[src/rtl/mlp_pkg.sv]
package mlp_pkg;
  localparam int DW    = 16;  // Q4.12 data width
  localparam int FRAC  = 12;
  localparam int AW    = 16;  // Q0.16 activation width
  localparam int LUT_W = 8;

  typedef logic signed [DW-1:0] fix_t;
  typedef logic [AW-1:0]        act_t;

  // piecewise sigmoid sampled at the lower edge of table bin k
  function automatic act_t sig_entry(int k);
    int x, a, y;
    x = (k * (1 << (DW - LUT_W))) - (1 << (DW - 1));
    a = (x < 0) ? -x : x;
    if (a >= (5 << FRAC))             y = 1 << AW;
    else if (a >= ((19 << FRAC) / 8)) y = (a * (1 << AW)) / (32 << FRAC) + (27 * (1 << AW)) / 32;
    else if (a >= (1 << FRAC))        y = (a * (1 << AW)) / (8 << FRAC) + (5 * (1 << AW)) / 8;
    else                              y = (a * (1 << AW)) / (4 << FRAC) + (1 << AW) / 2;
    if (x < 0) y = (1 << AW) - y;
    if (y > (1 << AW) - 1) y = (1 << AW) - 1;
    return act_t'(y);
  endfunction

  // tap == fan_in selects the bias
  function automatic fix_t coef(bit is_out, int n, int t, int fan_in);
    int v;
    if (!is_out)
      v = (t == fan_in) ? (n - 1) * (1 << (FRAC - 1))
                        : (((n * fan_in + t) % 5) - 2) * (1 << (FRAC - 2));
    else
      v = (t == fan_in) ? n * (1 << (FRAC - 1)) - (1 << (FRAC - 2))
                        : ((((n * fan_in + t) % 4) * 2) - 3) * (1 << (FRAC - 1));
    return fix_t'(v);
  endfunction
endpackage

[src/rtl/mlp_sigmoid.sv]
module mlp_sigmoid
  import mlp_pkg::*;
(
  input  fix_t sum_i,
  output act_t act_o
);
  localparam int ENTRIES = 1 << LUT_W;

  act_t             rom [ENTRIES];
  logic [LUT_W-1:0] idx;

  for (genvar k = 0; k < ENTRIES; k++) begin : g_rom
    assign rom[k] = sig_entry(k);
  end

  // (s + 2^(DW-1)) >> (DW-LUT_W): flip the sign bit of the top slice
  assign idx   = {~sum_i[DW-1], sum_i[DW-2 -: LUT_W-1]};
  assign act_o = rom[idx];
endmodule

[src/rtl/mlp_neuron.sv]
module mlp_neuron
  import mlp_pkg::*;
#(
  parameter int N_IN = 4
) (
  input  logic clk_i,
  input  logic rst_ni,
  input  logic step_i,
  input  logic first_i,
  input  logic bias_step_i,
  input  fix_t x_i,
  input  fix_t coef_i,
  output act_t act_o,
  output logic vld_o
);
  localparam int ACC_W = 2 * DW + $clog2(N_IN + 1) + 1;
  localparam logic signed [ACC_W-1:0] SMAX = ACC_W'((1 << (DW - 1)) - 1);
  localparam logic signed [ACC_W-1:0] SMIN = ~SMAX;

  logic signed [2*DW-1:0]  prod;
  logic signed [ACC_W-1:0] prod_ext, bias_ext, acc_q, tot, shd;
  fix_t                    sat, sum_q;
  logic                    vld_q;

  assign prod     = x_i * coef_i;
  assign prod_ext = {{(ACC_W-2*DW){prod[2*DW-1]}}, prod};
  assign bias_ext = {{(ACC_W-DW){coef_i[DW-1]}}, coef_i};
  assign tot      = acc_q + (bias_ext <<< FRAC);
  assign shd      = tot >>> FRAC;

  always_comb begin
    if (shd > SMAX)      sat = fix_t'(SMAX);
    else if (shd < SMIN) sat = fix_t'(SMIN);
    else                 sat = fix_t'(shd);
  end

  always_ff @(posedge clk_i or negedge rst_ni) begin
    if (!rst_ni) begin
      acc_q <= '0;
      sum_q <= '0;
      vld_q <= 1'b0;
    end else begin
      if (step_i) acc_q <= first_i ? prod_ext : acc_q + prod_ext;
      if (bias_step_i) sum_q <= sat;
      vld_q <= bias_step_i;
    end
  end

  mlp_sigmoid u_sig (.sum_i(sum_q), .act_o(act_o));

  assign vld_o = vld_q;

  AST_STEP_EXCLUSIVE: assert property (@(posedge clk_i) disable iff (!rst_ni)
    !(step_i && bias_step_i));
endmodule

[src/rtl/mlp_layer_seq.sv]
module mlp_layer_seq
  import mlp_pkg::*;
#(
  parameter int N_IN   = 4,
  parameter int N_NEU  = 3,
  parameter bit IS_OUT = 1'b0,
  localparam int TAP_W = $clog2(N_IN + 1),
  localparam int NEU_W = (N_NEU > 1) ? $clog2(N_NEU) : 1
) (
  input  logic             clk_i,
  input  logic             rst_ni,
  input  logic             en_i,
  output logic             run_o,
  output logic [TAP_W-1:0] tap_o,
  output logic             step_o,
  output logic             first_o,
  output logic             bias_step_o,
  output fix_t             coef_o,
  output logic [NEU_W-1:0] idx_o,
  output logic             last_o
);
  localparam logic [TAP_W-1:0] TAP_LAST = TAP_W'(N_IN);
  localparam logic [NEU_W-1:0] NEU_LAST = NEU_W'(N_NEU - 1);

  fix_t             rom [N_NEU][N_IN+1];
  logic             run_q, last_q;
  logic [TAP_W-1:0] tap_q;
  logic [NEU_W-1:0] neu_q, idx_q;
  logic             at_bias;

  for (genvar n = 0; n < N_NEU; n++) begin : g_neu
    for (genvar t = 0; t <= N_IN; t++) begin : g_tap
      assign rom[n][t] = coef(IS_OUT, n, t, N_IN);
    end
  end

  assign at_bias = run_q && (tap_q == TAP_LAST);

  always_ff @(posedge clk_i or negedge rst_ni) begin
    if (!rst_ni) begin
      run_q  <= 1'b0;
      tap_q  <= '0;
      neu_q  <= '0;
      idx_q  <= '0;
      last_q <= 1'b0;
    end else begin
      last_q <= at_bias && (neu_q == NEU_LAST);
      if (at_bias) idx_q <= neu_q;
      if (en_i && !run_q) begin
        run_q <= 1'b1;
        tap_q <= '0;
        neu_q <= '0;
      end else if (run_q) begin
        if (at_bias) begin
          tap_q <= '0;
          if (neu_q == NEU_LAST) begin
            run_q <= 1'b0;
            neu_q <= '0;
          end else begin
            neu_q <= neu_q + NEU_W'(1);
          end
        end else begin
          tap_q <= tap_q + TAP_W'(1);
        end
      end
    end
  end

  assign run_o       = run_q;
  assign tap_o       = tap_q;
  assign step_o      = run_q && (tap_q != TAP_LAST);
  assign first_o     = (tap_q == '0);
  assign bias_step_o = at_bias;
  assign coef_o      = rom[neu_q][tap_q];
  assign idx_o       = idx_q;
  assign last_o      = last_q;

  AST_EN_WHEN_IDLE: assert property (@(posedge clk_i) disable iff (!rst_ni)
    en_i |-> !run_q);
  AST_NEURON_ORDER: assert property (@(posedge clk_i) disable iff (!rst_ni)
    (at_bias && neu_q != NEU_LAST) |=> (run_q && tap_q == '0 && neu_q == $past(neu_q) + NEU_W'(1)));
endmodule

[src/rtl/mlp_engine.sv]
module mlp_engine
  import mlp_pkg::*;
#(
  parameter int N_IN  = 4,
  parameter int N_HID = 3,
  parameter int N_OUT = 2
) (
  input  logic               clk_i,
  input  logic               rst_ni,
  input  logic               start_i,
  input  logic [N_IN*DW-1:0] feat_i,
  output logic [N_OUT*AW-1:0] act_o,
  output logic               done_o
);
  localparam int HT_W = $clog2(N_IN + 1);
  localparam int OT_W = $clog2(N_HID + 1);
  localparam int HI_W = (N_HID > 1) ? $clog2(N_HID) : 1;
  localparam int OI_W = (N_OUT > 1) ? $clog2(N_OUT) : 1;

  logic [N_IN-1:0][DW-1:0] x_q;
  act_t                    hid_rf [N_HID];
  act_t                    act_q  [N_OUT];
  logic                    busy_q, done_q, accept;

  logic            hid_run, hid_step, hid_first, hid_bias, hid_last, hid_vld;
  logic [HT_W-1:0] hid_tap;
  logic [HI_W-1:0] hid_idx;
  fix_t            hid_coef, hid_x;
  act_t            hid_act;

  logic            out_run, out_step, out_first, out_bias, out_last, out_vld;
  logic [OT_W-1:0] out_tap;
  logic [OI_W-1:0] out_idx;
  fix_t            out_coef, out_x;
  act_t            out_act, sel_rf;

  assign accept = start_i && !busy_q;

  // feature select for the hidden neuron
  always_comb begin
    hid_x = '0;
    for (int i = 0; i < N_IN; i++)
      if (hid_tap == HT_W'(i)) hid_x = fix_t'(x_q[i]);
  end

  // hidden register file select for the output neuron, Q0.16 -> Q4.12
  always_comb begin
    sel_rf = '0;
    for (int j = 0; j < N_HID; j++)
      if (out_tap == OT_W'(j)) sel_rf = hid_rf[j];
  end
  assign out_x = fix_t'(sel_rf >> (AW - FRAC));

  mlp_layer_seq #(.N_IN(N_IN), .N_NEU(N_HID), .IS_OUT(1'b0)) u_hid_seq (
    .clk_i, .rst_ni, .en_i(accept), .run_o(hid_run), .tap_o(hid_tap),
    .step_o(hid_step), .first_o(hid_first), .bias_step_o(hid_bias),
    .coef_o(hid_coef), .idx_o(hid_idx), .last_o(hid_last)
  );

  mlp_neuron #(.N_IN(N_IN)) u_hid_neuron (
    .clk_i, .rst_ni, .step_i(hid_step), .first_i(hid_first), .bias_step_i(hid_bias),
    .x_i(hid_x), .coef_i(hid_coef), .act_o(hid_act), .vld_o(hid_vld)
  );

  mlp_layer_seq #(.N_IN(N_HID), .N_NEU(N_OUT), .IS_OUT(1'b1)) u_out_seq (
    .clk_i, .rst_ni, .en_i(hid_last), .run_o(out_run), .tap_o(out_tap),
    .step_o(out_step), .first_o(out_first), .bias_step_o(out_bias),
    .coef_o(out_coef), .idx_o(out_idx), .last_o(out_last)
  );

  mlp_neuron #(.N_IN(N_HID)) u_out_neuron (
    .clk_i, .rst_ni, .step_i(out_step), .first_i(out_first), .bias_step_i(out_bias),
    .x_i(out_x), .coef_i(out_coef), .act_o(out_act), .vld_o(out_vld)
  );

  always_ff @(posedge clk_i or negedge rst_ni) begin
    if (!rst_ni) begin
      x_q    <= '0;
      busy_q <= 1'b0;
      done_q <= 1'b0;
      for (int j = 0; j < N_HID; j++) hid_rf[j] <= '0;
      for (int k = 0; k < N_OUT; k++) act_q[k]  <= '0;
    end else begin
      done_q <= out_last;
      if (accept) begin
        busy_q <= 1'b1;
        x_q    <= feat_i;
      end else if (out_last) begin
        busy_q <= 1'b0;
      end
      if (hid_vld) hid_rf[hid_idx] <= hid_act;
      if (out_vld) act_q[out_idx]  <= out_act;
    end
  end

  for (genvar k = 0; k < N_OUT; k++) begin : g_act
    assign act_o[k*AW +: AW] = act_q[k];
  end
  assign done_o = done_q;

  AST_DONE_PULSE: assert property (@(posedge clk_i) disable iff (!rst_ni)
    done_o |=> !done_o);
  AST_DONE_IDLE: assert property (@(posedge clk_i) disable iff (!rst_ni)
    done_o |-> (!busy_q && !hid_run && !out_run));
  AST_HANDOFF: assert property (@(posedge clk_i) disable iff (!rst_ni)
    $rose(out_run) |-> $past(hid_last));
  AST_FEAT_FROZEN: assert property (@(posedge clk_i) disable iff (!rst_ni)
    (busy_q && start_i) |=> $stable(x_q));
endmodule

[config.mk]
export PLATFORM = sky130hd
export DESIGN_NAME = mlp_engine
export DESIGN_NICKNAME = d
export VERILOG_FILES = /design/src/rtl/mlp_pkg.sv /design/src/rtl/mlp_sigmoid.sv /design/src/rtl/mlp_neuron.sv /design/src/rtl/mlp_layer_seq.sv /design/src/rtl/mlp_engine.sv
export SDC_FILE = /design/constraint.sdc
export NUM_CORES = 1
export LEC_CHECK = 0
export BUFFER_PORTS_ARGS = -buffer_cell sky130_fd_sc_hd__buf_2
export CAP_MARGIN = 40
export CORE_AREA = 2 2 258 260
export CTS_BUF_LIST = sky130_fd_sc_hd__clkbuf_8
export DETAILED_ROUTE_END_ITERATION = 6
export DIE_AREA = 0 0 260 262
export PLACE_DENSITY = 0.49
export REMOVE_ABC_BUFFERS = 1
export SYNTH_ARGS = -nofsm -noshare
export SYNTH_HDL_FRONTEND = slang
export SYNTH_SLANG_ARGS = --single-unit
export TNS_END_PERCENT = 30
[constraint.sdc]
create_clock -name clk_i -period 12.1 [get_ports clk_i]
set_clock_uncertainty 0.1 [all_clocks]
set_input_delay 1.815 -clock clk_i [delete_from_list [all_inputs] [get_ports clk_i]]
set_output_delay 1.815 -clock clk_i [all_outputs]
set_load 0.02 [all_outputs]
==> summary.txt, run 1 <==
Status: finished clean
Most frequent cells in the layout: ha_1 (216), nand2_1 (208), inv_1 (207)
Post-Synth Adder-Cell Area: 0.2611
Rel. slew slack: 0.4187
Max Freq: 101.9 MHz
Source of the worst hold timing path: u_out_seq.last_o
Dominant synthesized flop cell: dfrtp_1
GR Overflow Total: 0
CP dominant cell by count: ha_1
Yosys warnings: 0
Die area: 68120 sq um
# fillers: 6916
IO buf count: 99
Nets: 2628
Average wire per standard cell: 14.83 microns
Dominant cell type by area after synthesis: dfrtp_1
Die height: 262 microns
Average size of a mapped cell: 8.834 sq um
Pin count of the biggest net entering global routing: 78
Largest family of logic cells by synthesized area: adder cells
FFs w/ async S/R, synth: 1.000
Sum Neg Setup Slack: 0 ps
Top post-synthesis cells by area: dfrtp_1 (26%), ha_1 (14%), fa_1 (12%)
Worst reg2reg startpoint: u_hid_seq.tap_o[0]
Clock sink count: 200
Starting DRT DRC Count: 845
RSZ-0062 raised after global routing: no
Worst setup startpoint: u_hid_seq.tap_o[0]
Cell family with most CP delay: compound AO/OA/AOI/OAI gates
Ports: 100
Clock transition at path regs: 120 ps
Critical Path RT: 12480 ps
Initial DRT Pass Iterations: 5
Top-area cell type share of the netlist area: 0.2580
DP Wirelength: 35870 microns
Slowest cell on crit path: dfrtp_1
Placer's final routability congestion estimate: 0.8306
ANT nets after route: 0
Compound-Gate Fraction of Synth Area: 0.1932
Number of distinct library cells after synthesis: 83
Clk buf depth: 2
Synth Area in XOR/XNOR: 0.04689
TritonCTS clock tree: done
Critical Path End Type: flip-flop
Syn Inst Count: 2196
Tmin final: 9818 ps
Synth-to-Final Area Change: 8.810%
Total number of vias: 15270
Final wirelength: 46050 microns
CP Buf/Inv Count: 5
Critical path class: flip-flop to flip-flop
Final Cell Area: 21110 sq um
Post-Syn Area: 19400 sq um
DRC: 0
Layout cells sized above 1: 0.1062
Chip Width: 260 microns
Post-synthesis simple-gate area fraction: 0.1325
Synthesized flop and latch total: 200
Post-synth EDFFs: 0
Setup bufs post-CTS: 0
FP Rows: 94
Via/cell ratio: 4.916
Max incr delay on CP: 590 ps
Least-Margin Pin Slew: 871.9 ps
Max-Cap Viols: 0
Multiplexer share of the synthesized area: 0.04573
Vias in the first global route: 15640
H-tree levels: 4
Most common cell after layout, fill and taps aside: ha_1
# hold bufs at CTS: 0
Initial Util: 0.2972
Startpoint types: flip-flop
CP max FO: 16
Max Transition Viols Final: 0
Number of buffers created by CTS: 17
Hold Fails Final Rpt: 0
Register area share after synthesis: 0.2580
Antenna violations before repair: 0
Arrival @ worst endpoint: 10200 ps
PostCTS Resize Cnt: 0
Root buf cell: clkbuf_8
Area after DPL: 20700 sq um
Worst skew pair latency: 530 ps
Period utilization: 0.8114
Diode count: 0
Worst hold path type: flip-flop to flip-flop
First-pass GRT wire length: 78270 microns
Final setup fails: 0
Core Footprint: 65280 sq um
GRT Overall Usage: 0.1397
==> registers in the layout, indices dropped and copies added (netlist names) <==
signal	count
u_out_neuron.vld_o	1
u_out_seq.neu_q	1
u_hid_seq.neu_q	2
u_hid_seq.idx_o	2
u_hid_seq.tap_o	3
u_out_seq.run_o	1
x_q	64
u_hid_neuron.sum_q	8
hid_rf	30
u_out_neuron.sum_q	8
u_out_seq.idx_o	1
busy_q	1
u_hid_seq.run_o	1
u_hid_seq.last_o	1
u_hid_neuron.vld_o	1
act_o	20
u_out_neuron.acc_q	25
u_out_seq.tap_o	2
done_o	1
u_out_seq.last_o	1
u_hid_neuron.acc_q	26
==> worst reg2reg max path: cells and delay by family (launching register included) <==
family / cells / cell delay, ps
adder cells (fa/ha/maj): 10 / 3480
XOR/XNOR: 3 / 540
flip-flops: 1 / 590
AO/OA/AOI/OAI: 17 / 3670
buffers and inverters: 5 / 550
AND/OR/NAND/NOR: 4 / 810
==> metrics by stage <==
stage                       util  worst slack (ps)  instances  hold slack [ps]
after detailed placement  0.3172              2372       3073            266.8
after CTS                 0.3234              2253       3105            305.7
after floorplan                -              3271       2094            253.9
after global placement    0.3167              2594       3071            267.7
final                     0.3234              2282       3105            302.1
after global routing      0.3234              1199       3105            307.6
==> cell usage after synthesis (all sizes together) (34+ instances only) <==
cell type / number
ha: 216
inv: 208
nand2: 208
nor2: 203
dfrtp: 200
o21ai: 165
a21oi: 149
fa: 117
clkbuf: 79
mux2: 69
xnor2: 69
a21o: 55
nor3: 34
xor2: 34
==> cell type report <==
class / instances / area (sq um) / area share
Sequential cell: 200 / 5005 / 0.2371
Tap cell: 864 / 1081 / 0.05121
Clock buffer: 17 / 234.0 / 0.01108
Timing Repair Buffer: 115 / 641.9 / 0.03041
Clock inverter: 15 / 171.4 / 0.008120
Inverter: 209 / 784.5 / 0.03716
Multi-Input combinational cell: 1685 / 13190 / 0.6249
==> layer usage <==
layer  up-vias  track usage  part of all wire
met5         -            0                 0
met4         0      0.02778             0.013
met3        31      0.01939             0.021
met2       159       0.2472              0.50
met1      7444       0.1818              0.46
li1       7631            -                 -
==> worst paths after layout <==
kind                                                to  slack, ps  depth (start not counted)
worst max-delay path            u_hid_neuron.acc_q[35]       2280                         39
worst min-delay path                            done_o        300                          0
worst max register to register  u_hid_neuron.acc_q[35]       2280                         39
worst min register to register                  done_o        300                          0
max in group asynchronous       u_out_neuron.sum_q[11]       9530                          3
min in group asynchronous                   hid_rf[14]       1180                          1
==> cells by family (layout without fill, tap and decap cells) <==
kind of cell / Yosys count / count (layout)
AOI/OAI and AO/OA: 589 / 589
xor gates and xnor gates: 103 / 103
adders and majority gates: 335 / 335
buffers and inverters: 311 / 356
DFF: 200 / 200
muxes: 80 / 80
and+or+nand+nor: 578 / 578
Power of run 1 is left out: the tool's default activity adds up to more than one toggle a clock period on the data nets, which glitch-free logic cannot reach.
==> run 2, diff against run 1 <==
ABC_AREA = 1   (was default)
CORE_AREA = 2 2 265 267   (was 2 2 258 260)
DIE_AREA = 0 0 267 269   (was 0 0 260 262)
clock period = 9.2 ns   (was 12.1 ns; I/O delays follow)
==> run 2 against run 1 <==
Effect of this change: routed wire length increased by 15%; utilization shrank 0.064 points; final cell count is 20% higher; largest cell class unchanged; critical endpoint is now u_hid_neuron.acc_q[34].
==> summary.txt, run 2 <==
Status: finished clean
Average wire per standard cell: 14.17 microns
IO buf count: 99
Die height: 269 microns
RSZ-0062 raised after global routing: no
DP Wirelength: 41810 microns
TritonCTS clock tree: done
Final setup fails: 0
CP max FO: 32
Syn Inst Count: 2716
Total number of vias: 17350
Slowest cell on crit path: fa_1
Vias in the first global route: 16910
Antenna violations before repair: 0
Via/cell ratio: 4.655
Critical path class: flip-flop to flip-flop
CP dominant cell by count: nand2_1
Startpoint types: flip-flop
H-tree levels: 4
Layout cells sized above 1: 0.09290
Core Footprint: 69300 sq um
Biggest regs: x_q (64), hid_rf (30), u_hid_neuron.acc_q (26)
Register area share after synthesis: 0.2445
FF/Latch Area: 5005 sq um
Placer's final routability congestion estimate: 0.8823
Initial Util: 0.2954
Period utilization: 0.9057
Number of buffers created by CTS: 17
Number of distinct library cells after synthesis: 55
GRT Overall Usage: 0.1489
Count leader, synth: nand2_1
Largest Register: x_q
Critical Path RT: 9530 ps
Dominant cell type by area after synthesis: dfrtp_1
Clk buf depth: 2
Chip Width: 267 microns
Max reg flops: 64
Sum Neg Setup Slack: 0 ps
# fillers: 7503
Yosys warnings: 0
# hold bufs at CTS: 0
Synthesized flop and latch total: 200
Average size of a mapped cell: 7.537 sq um
Post-synth EDFFs: 0
Diode count: 0
Pin count of the biggest net entering global routing: 99
Least-Margin Pin Slew: 850.8 ps
Initial DRT Pass Iterations: 5
Starting DRT DRC Count: 813
Critical Path End Type: flip-flop
Max-Cap Viols: 0
Rel. slew slack: 0.4328
PostCTS Resize Cnt: 0
GR Overflow Total: 0
Final wirelength: 52830 microns
Hold Fails Final Rpt: 0
Setup bufs post-CTS: 0
Max Freq: 120.0 MHz
Worst hold path type: flip-flop to flip-flop
Dominant synthesized flop cell: dfrtp_1
Max Transition Viols Final: 0
Top-area cell type share of the netlist area: 0.2445
ANT nets after route: 0
DRC: 0
Multi-input gate area: 13510 sq um
Die area: 71820 sq um
Nets: 3175
Most common cell after layout, fill and taps aside: nand2_1
Synth-to-Final Area Change: 9.267%
Most frequent cells in the layout: nand2_1 (581), inv_1 (415), nor2_1 (250)
Root buf cell: clkbuf_8
Tmin final: 8332 ps
Arrival @ worst endpoint: 8660 ps
Worst skew pair latency: 520 ps
Post-Syn Area: 20470 sq um
Post-synth top cells: nand2_1 (582), inv_1 (413), nor2_1 (251)
Ports: 100
Top post-synthesis cells by area: dfrtp_1 (24%), ha_1 (13%), fa_1 (11%)
Max incr delay on CP: 530 ps
Clock sink count: 200
FFs w/ async S/R, synth: 1.000
First-pass GRT wire length: 86820 microns
FP Rows: 97
Clock transition at path regs: 130 ps
run 2: worst max-delay path, delay by kind of cell, from the launching register on:
family	cells	cell delay [ps]
adders and majority gates	9	3440
and+or+nand+nor	18	2560
buffers and inverters	8	1010
AOI/OAI and AO/OA	4	620
DFF	1	490
run 2: stage by stage:
step                hold slack [ps]  setup slack, ps  utilization  instance area (sq um)  cells
floorplan                     248.8             1664            -                  20110   2643
global placement              311.5            584.2       0.3158                  21880   3693
detailed placement            310.0            733.0       0.3170                  21970   3696
CTS                           339.7            658.3       0.3227                  22360   3728
global route                  360.0            34.44       0.3227                  22370   3728
finish                        337.6            867.6       0.3227                  22370   3728
run 2: cell families after synthesis:
kind of cell,Yosys count,synth area share
buffers and inverters,501,0.09615
flip-flops,200,0.2445
AND/OR/NAND/NOR,1090,0.2227
multiplexers,52,0.02855
adder cells (fa/ha/maj),333,0.2465
XOR/XNOR,65,0.02781
AO/OA/AOI/OAI,475,0.1338
run 2: final timing paths:
kind | depth (start not counted) | slack (ps) | to | startpoint
max in group asynchronous | 2 | 6950 | x_q[30] | rst_ni
setup reg to reg | 39 | 870 | u_hid_neuron.acc_q[34] | u_hid_seq.tap_o[0]
hold reg to reg | 0 | 340 | done_o | u_out_seq.last_o
hold / removal | 0 | 340 | done_o | u_out_seq.last_o
min in group asynchronous | 1 | 790 | hid_rf[14] | rst_ni
setup / recovery | 39 | 870 | u_hid_neuron.acc_q[34] | u_hid_seq.tap_o[0]
run 2: area by class of cell:
cell class,instances,share of cell area
multi-input cells,2015,0.6041
well taps,940,0.05258
repair buffers,113,0.02998
flip-flops and latches,200,0.2238
inverters,428,0.07194
clock inverters,15,0.007160
clock buffers,17,0.01046
run 2: layer usage:
layer  vias to the layer above  global-route usage  share of wire
met3                        41             0.01973          0.025
met1                      8136              0.1995           0.48
met5                         -                   0              0
met4                         0             0.03022          0.015
met2                       223              0.2565           0.48
li1                       8954                   -              -
Power of run 2 is left out for the same reason.
